$ cat src/rtl/dlb_pkg.sv
package dlb_pkg;
  // Physical output slot of a gamma pointer (pointers below the common-voltage
  // window keep their index, those above it close the gap).
  function automatic int gamma_slot(input int ptr, input int vbase, input int nvcom);
    return (ptr < vbase) ? ptr : ptr - nvcom;
  endfunction

  function automatic bit is_vcom(input int ptr, input int vbase, input int nvcom);
    return (ptr >= vbase) && (ptr < vbase + nvcom);
  endfunction
endpackage

$ cat src/rtl/dlb_ptr_dec.sv
module dlb_ptr_dec #(
  parameter int NCH   = 24,
  parameter int PTR_W = 5
) (
  input  logic             en,
  input  logic [PTR_W-1:0] ptr,
  output logic             ok,
  output logic [NCH-1:0]   hit
);
  assign ok = en && (ptr < PTR_W'(NCH));
  for (genvar i = 0; i < NCH; i++) begin : g_dec
    assign hit[i] = en && (ptr == PTR_W'(i));
  end
endmodule

$ cat src/rtl/dlb_chan.sv
module dlb_chan #(
  parameter int W          = 10,
  parameter int RESET_CODE = 512
) (
  input  logic         clk,
  input  logic         rst_n,
  input  logic         ld,
  input  logic [W-1:0] ld_code,
  input  logic         direct,
  input  logic         xfer,
  output logic [W-1:0] pend_q,
  output logic [W-1:0] live_q
);
  logic [W-1:0] pend_nxt;
  assign pend_nxt = ld ? ld_code : pend_q;

  always_ff @(posedge clk or negedge rst_n) begin
    if (!rst_n) begin
      pend_q <= W'(RESET_CODE);
      live_q <= W'(RESET_CODE);
    end else begin
      pend_q <= pend_nxt;
      if (xfer || direct) live_q <= pend_nxt;
    end
  end
endmodule

$ cat src/rtl/dlb_out_map.sv
module dlb_out_map #(
  parameter int NCH       = 24,
  parameter int W         = 10,
  parameter int VCOM_BASE = 18,
  parameter int NVCOM     = 2,
  localparam int NOUT     = NCH - NVCOM
) (
  input  logic [NCH-1:0][W-1:0] live,
  output logic [NOUT*W-1:0]     out_codes,
  output logic [NVCOM*W-1:0]    vcom_codes
);
  for (genvar p = 0; p < NCH; p++) begin : g_map
    if (dlb_pkg::is_vcom(p, VCOM_BASE, NVCOM)) begin : g_vcom
      assign vcom_codes[(p-VCOM_BASE)*W +: W] = live[p];
    end else begin : g_gamma
      assign out_codes[dlb_pkg::gamma_slot(p, VCOM_BASE, NVCOM)*W +: W] = live[p];
    end
  end
endmodule

$ cat src/rtl/dac_latch_bank.sv
module dac_latch_bank #(
  parameter int NCH        = 24,
  parameter int W          = 10,
  parameter int PTR_W      = 5,
  parameter int DATA_W     = 16,
  parameter int XFER_BIT   = 15,
  parameter int VCOM_BASE  = 18,
  parameter int NVCOM      = 2,
  parameter int RESET_CODE = 512,
  localparam int NOUT      = NCH - NVCOM
) (
  input  logic              clk,
  input  logic              rst_n,
  input  logic              wr_en,
  input  logic [PTR_W-1:0]  wr_ptr,
  input  logic [DATA_W-1:0] wr_data,
  input  logic              prog_en,
  input  logic [PTR_W-1:0]  prog_ptr,
  input  logic [DATA_W-1:0] prog_data,
  input  logic              acq_en,
  input  logic [PTR_W-1:0]  acq_ptr,
  input  logic [W-1:0]      acq_code,
  input  logic [PTR_W-1:0]  rd_ptr,
  output logic [DATA_W-1:0] rd_data,
  output logic [NOUT*W-1:0] out_codes,
  output logic [NVCOM*W-1:0] vcom_codes
);
  logic [NCH-1:0] wr_hit, prog_hit, acq_hit;
  logic           wr_ok, prog_ok, acq_ok;
  logic           xfer_fire;
  logic [NCH-1:0][W-1:0] pend_q, live_q;

  dlb_ptr_dec #(.NCH(NCH), .PTR_W(PTR_W)) u_wr_dec (
    .en(wr_en), .ptr(wr_ptr), .ok(wr_ok), .hit(wr_hit));
  dlb_ptr_dec #(.NCH(NCH), .PTR_W(PTR_W)) u_prog_dec (
    .en(prog_en), .ptr(prog_ptr), .ok(prog_ok), .hit(prog_hit));
  dlb_ptr_dec #(.NCH(NCH), .PTR_W(PTR_W)) u_acq_dec (
    .en(acq_en), .ptr(acq_ptr), .ok(acq_ok), .hit(acq_hit));

  assign xfer_fire = wr_ok && wr_data[XFER_BIT];

  for (genvar i = 0; i < NCH; i++) begin : g_ch
    logic         ld, direct;
    logic [W-1:0] code;
    assign direct = acq_hit[i] || prog_hit[i];
    assign ld     = direct || wr_hit[i];
    assign code   = acq_hit[i]  ? acq_code :
                    prog_hit[i] ? prog_data[W-1:0] : wr_data[W-1:0];
    dlb_chan #(.W(W), .RESET_CODE(RESET_CODE)) u_chan (
      .clk(clk), .rst_n(rst_n), .ld(ld), .ld_code(code), .direct(direct),
      .xfer(xfer_fire), .pend_q(pend_q[i]), .live_q(live_q[i]));
  end

  assign rd_data = (rd_ptr < PTR_W'(NCH)) ? {{(DATA_W-W){1'b0}}, pend_q[rd_ptr]} : '0;

  dlb_out_map #(.NCH(NCH), .W(W), .VCOM_BASE(VCOM_BASE), .NVCOM(NVCOM)) u_map (
    .live(live_q), .out_codes(out_codes), .vcom_codes(vcom_codes));
endmodule

$ cat config.mk
export PLATFORM = sky130hd
export DESIGN_NAME = dac_latch_bank
export DESIGN_NICKNAME = d
export VERILOG_FILES = /design/src/rtl/dlb_pkg.sv /design/src/rtl/dlb_ptr_dec.sv /design/src/rtl/dlb_chan.sv /design/src/rtl/dlb_out_map.sv /design/src/rtl/dac_latch_bank.sv
export SDC_FILE = /design/constraint.sdc
export NUM_CORES = 1
export LEC_CHECK = 0
export BUFFER_PORTS_ARGS = -buffer_cell sky130_fd_sc_hd__buf_2
export CORE_UTILIZATION = 42
export DETAILED_ROUTE_END_ITERATION = 16
export PLACE_DENSITY = 0.63
export SETUP_SLACK_MARGIN = 0.5
export SLEW_MARGIN = 10
export SYNTH_ARGS = -nofsm -noshare
export SYNTH_HDL_FRONTEND = slang
export SYNTH_SLANG_ARGS = --single-unit
$ cat constraint.sdc
create_clock -name clk -period 3.2 [get_ports clk]
set_clock_uncertainty 0.1 [all_clocks]
set_input_delay 0.48 -clock clk [delete_from_list [all_inputs] [get_ports clk]]
set_output_delay 0.48 -clock clk [all_outputs]
set_load 0.005 [all_outputs]
=== Yosys cells after proc, flatten, opt, wreduce, memory -nomap -nowiden ===
Cells that the tools add are included.

* Bits in registers: 480
* Output and inout port bits: 256

* Order comparisons: 3
* Equal/unequal tests: 69
* Muxes and demuxes: 75
* Reduce and logical (&&, ||, !) cells: 149

{| class="wikitable"
|+ Operators with widths
! cell !! number
|-
| $mux 10 || 74
|-
| $eq 5x4->1 const B || 24
|-
| $eq 5x5->1 const B || 24
|-
| $logic_and 1x1->1 || 74
|-
| $logic_or 1x1->1 || 72
|-
| $eq 5x3->1 const B || 12
|-
| $bmux 10 s5 || 1
|-
| $eq 5x2->1 const B || 6
|-
| $eq 5x1->1 const B || 3
|-
| $logic_not 5->1 || 3
|-
| $lt 5x5->1 const B || 2
|-
| $lt 5x6->1 const B || 1
|}

=== Longest topological paths before layout ===
* Depth in word-level cells: 5
* Depth in mapped cells: 9
* Depth with buffers taken out: 5

=== Cells and area by module ===
From an unflattened synthesis, not the netlist that was laid out.

* Cells, all modules: 2463
* Area, all modules: 29749.8 sq um

{| class="wikitable"
|+ By module, submodules not included
! module !! instances !! cells an instance !! area each (sq um)
|-
| dlb_chan || 24 || 43 || 828.3
|-
| dac_latch_bank || 1 || 1065 || 7363.3
|-
| dlb_out_map || 1 || 240 || 1801.7
|-
| dlb_ptr_dec || 3 || 42 || 235.2
|}

=== Least setup slack after synthesis ===
Ideal clock, no wire load.

* Kind: in2out
* From: input port rd_ptr[1]
* To: output port rd_data[9]
* Arrival time: 2147 ps
* Setup slack: 473 ps
* Stages: 5
* Buffers on the path: 2
* Path through: buf_2 > clkbuf_1 > mux4_2 > mux2_2 > a221o_1

* Longest elaborated chain between the ends: 3
* Elaborated cells on any way between the ends: 4

{| class="wikitable"
|+ Ends and longest elaborated chain
! element !! RTL line !! text
|-
| from (decl) || dac_latch_bank.sv:23 || <nowiki>input logic [PTR_W-1:0] rd_ptr,</nowiki>
|-
| $bmux 10 s5 || dac_latch_bank.sv:54 || <nowiki>assign rd_data = (rd_ptr < PTR_W'(NCH)) ? {{(DATA_W-W){1'b0}}, pend_q[rd_ptr]} : '0;</nowiki>
|-
| $mux 10 (implied by the code) || dac_latch_bank.sv:54 ||
|-
| $mux 10 (*) || dac_latch_bank.sv:54 ||
|-
| to (decl) || dac_latch_bank.sv:24 || <nowiki>output logic [DATA_W-1:0] rd_data,</nowiki>
|}

Mark *: on every way between the ends. The rest lies on a longest branch, timed or not. The select of a mux whose other input is x is not followed.

=== Worst setup path after layout ===
* From: register g_ch[4].u_chan.pend_q[7]
* To: output port rd_data[7]

* Longest elaborated chain between the ends: 3

{| class="wikitable"
|+ Ends and longest elaborated chain
! element !! RTL line !! text
|-
| from (decl) || dlb_chan.sv:11 || <nowiki>output logic [W-1:0] pend_q,</nowiki>
|-
| from (signal assigned) || dlb_chan.sv:19 || <nowiki>pend_q <= W'(RESET_CODE);</nowiki>
|-
| from (signal assigned) || dlb_chan.sv:22 || <nowiki>pend_q <= pend_nxt;</nowiki>
|-
| $bmux 10 s5 || dac_latch_bank.sv:54 ||
|-
| $mux 10 (implied by the code) || dac_latch_bank.sv:54 ||
|-
| $mux 10 || dac_latch_bank.sv:54 ||
|}

Every way passes these cells. The select of a mux whose other input is x is not followed.

==> results.cfg <==
[status]
status = finished clean

[route]
routed_wl_um = 142000
drt_first_pass_iters = 6
drt_iter0_markers = 4043
ant_nets = 0
wl_per_cell_um = 34.3
vias = 27900
drc = 0
avgViaCountPerCell = 6.72

[floorplan]
row_count = 91
dieArea_sq_mm = 0.0637
dieWidth_um = 252
ios = 323
initial_core_util = 0.426
dieHeight_um = 252
coreArea_sq_mm = 0.0618

[layout]
seq_area_sq_mm = 0.0121
multi_input_area_sq_mm = 0.0133
fillerInstances = 5847
layout.cells.non_filler = 4145
fin_nets = 3321
syn_to_final_growth_pct = 23.0
drive_above_1_share = 0.281

[clock_network]
clk_path_buf_depth = 3
htreeDepth = 2
cts.sink_count = 480
cts_tree = yes
clk_pin_slew_ns = 0.07
clk_latency_ns = 0.63
cts_made_buffers = 53
root_buffer = clkbuf_16

[yosys]
synthTopCellsByArea = dfrtp_1 (41%), dfstp_2 (4.8%), nor2_1 (4.5%)
synth_edf_count = 0
syn_avg_cell_area_sq_um = 9.28
async_reset_ff_frac = 1.00
yosysWarningCount = 0
synth_cells = 2839
synth_top_area_share = 0.410
ys_seq_area_frac = 0.458
synth_cell_types = 82
synth_flop_cell = dfrtp_1
yosysTopAreaCell = dfrtp_1
ys_seq_elements = 480
syn_area_sq_mm = 0.0263

[sta]
drv_slew = 0
final-hold-violation-count = 0
finalSetupTns_ns = 0
rsz0062_at_grt = yes
min_period_ns = 3.04
whs_ns = 0.245
max_freq_mhz = 329
slew_headroom = 0.340
min_period_over_period = 0.951
worstMarginPinSlew_ns = 0.990
setup_viol = 0

[critical_path]
worst_ep_required_time_ns = 2.62
cp.arrival_ns = 2.46
crit_path_start_kind = flop
worstSetupEndpointType = output port
path_class = flop to output port
path_max_fanout = 2

[pwr]
clkPwrFrac = 0.296
power.internal_mw = 14.4
power.switching_mw = 7.35
swShare = 0.338
sequentialPowerShare = 0.428
peakVddDrop_uv = 388
p_leak_nw = 14.1
powerDensity_mw_per_mm2 = 671
pwr-share-comb = 0.276

[worst_hold_path]
hp-class = input pin to flop

[place]
post-place-cells = 4031
io_buffers = 305
hpwl_um = 108000
globalplace.congestion = 1.05

[grt]
grt_max_degree = 71
grt_pass1_vias = 26400
grt_pass1_wl_um = 198000
overflow = 0
antenna_found_initial = 11
grt_usage = 0.440

[job]
drv_cap = 0
==> worst paths after layout <==
kind	from	endpoint	slack, ns	depth (start not counted)
worst max-delay path	g_ch[4].u_chan.pend_q[7]	rd_data[7]	0.16	4
worst min-delay path	wr_data[6]	g_ch[10].u_chan.live_q[6]	0.24	3
worst max register to register	g_ch[5].u_chan.pend_q[9]	g_ch[5].u_chan.live_q[9]	1.63	3
worst min register to register	g_ch[2].u_chan.live_q[9]	g_ch[2].u_chan.live_q[9]	0.37	2
max in group asynchronous	rst_n	g_ch[0].u_chan.live_q[9]	1.71	3
min in group asynchronous	rst_n	g_ch[8].u_chan.live_q[0]	0.37	2
==> worst max-delay path: stages, from the launching register on <==
cell	delay, ns
dfrtp_1	0.47
mux4_2	0.50
mux2i_1	0.46
o21ai_1	0.22
buf_2	0.18
==> layout make-up <==
type	count	share of cell area
Multi-Input combinational cell	2072	0.409
Sequential cell	480	0.373
Timing Repair Buffer	613	0.126
Clock buffer	85	0.0493
Tap cell	837	0.0323
Clock inverter	13	0.00618
Inverter	34	0.00394
Antenna cell	11	0.000849
==> synthesized netlist by cell type, types with 10 or more instances <==
| cell | count |
|---|---|
| dfrtp_1 | 432 |
| nor2_1 | 316 |
| nand2_1 | 274 |
| a21oi_1 | 208 |
| clkbuf_1 | 169 |
| nand3_1 | 169 |
| o21ai_0 | 155 |
| nor3_1 | 106 |
| mux2_2 | 82 |
| o221ai_1 | 71 |
| a31oi_1 | 69 |
| buf_2 | 62 |
| dfstp_2 | 48 |
| mux2i_1 | 48 |
| a221oi_1 | 47 |
| o31ai_1 | 46 |
| a21o_1 | 45 |
| mux4_2 | 41 |
| inv_1 | 34 |
| o211ai_1 | 33 |
| o22a_1 | 32 |
| o21ai_1 | 21 |
| a22oi_1 | 20 |
| o2111ai_1 | 20 |
| a221o_1 | 19 |
| buf_1 | 17 |
| nand4_1 | 15 |
| and2_1 | 14 |
| a31o_2 | 13 |
| o22ai_1 | 13 |
| a22o_1 | 12 |
| nand2b_1 | 11 |
| nor2b_1 | 11 |
| o2bb2ai_1 | 11 |
| a211oi_1 | 10 |
| and3_1 | 10 |
| nor3b_1 | 10 |
| o21a_1 | 10 |
==> registers in the layout (all words and copies together), names as in the netlist <==
register            count
g_ch.u_chan.pend_q    240
g_ch.u_chan.live_q    240
==> metal layers <==
layer,vias to the layer above,GRT usage,wire length [um]
li1,11500,-,-
met1,13900,0.603,57300
met2,2072,0.619,58200
met3,441,0.134,17500
met4,8,0.237,9280
met5,-,0,54
==> logic make-up after synthesis <==
kind of cell	after synthesis	share of synthesized area
compound gates	907	0.235
buf+inv	292	0.0459
flops	480	0.458
mux	171	0.0883
other cells	1	0.000142
simple gates	988	0.173
==> placed cells by master (no fill, tap or decap), types with 19 or more instances in the layout <==
master,n
dfrtp_1,429
nor2_1,311
buf_2,301
buf_4,291
nand2_1,273
a21oi_1,208
nand3_1,168
o21ai_0,150
nor3_1,106
mux2_2,75
o221ai_1,71
a31oi_1,69
clkbuf_16,55
dfstp_2,48
a221oi_1,47
o31ai_1,46
a21o_1,45
mux2i_1,45
mux4_2,41
inv_1,34
o211ai_1,33
o22a_1,32
o21ai_1,24
a22oi_1,20
o2111ai_1,20
a221o_1,19
clkbuf_1,19
==> stage by stage <==
stage,area [sq um],power (mW),worst slack (ns),utilization
final,32400,21.7,0.157,0.524
after global routing,32400,22.5,0.150,0.524
after global placement,30500,15.0,0.292,0.493
after detailed placement,30500,15.1,0.280,0.493
after floorplan,26400,11.7,0.678,-
after CTS,32300,21.6,0.203,0.523
==> power by group through the flow <==
stage,clock network [mW],logic [mW],registers [mW]
3_3_place_gp,0,5.71,9.29
2_1_floorplan,0,2.82,8.91
6_report,6.44,5.99,9.30
4_1_cts,6.47,5.86,9.24
3_5_place_dp,0,5.78,9.32
5_1_grt,6.70,6.33,9.45
==> repair_timing <==
item	CTS	global route
setup endpoints to repair	10	10
hold endpoints to repair	51	0
resized for setup	19	10
pin swaps	7	0
hold buffers	1	0
buffers inserted	2	2
No activity file was read; power rests on OpenSTA's default activity.
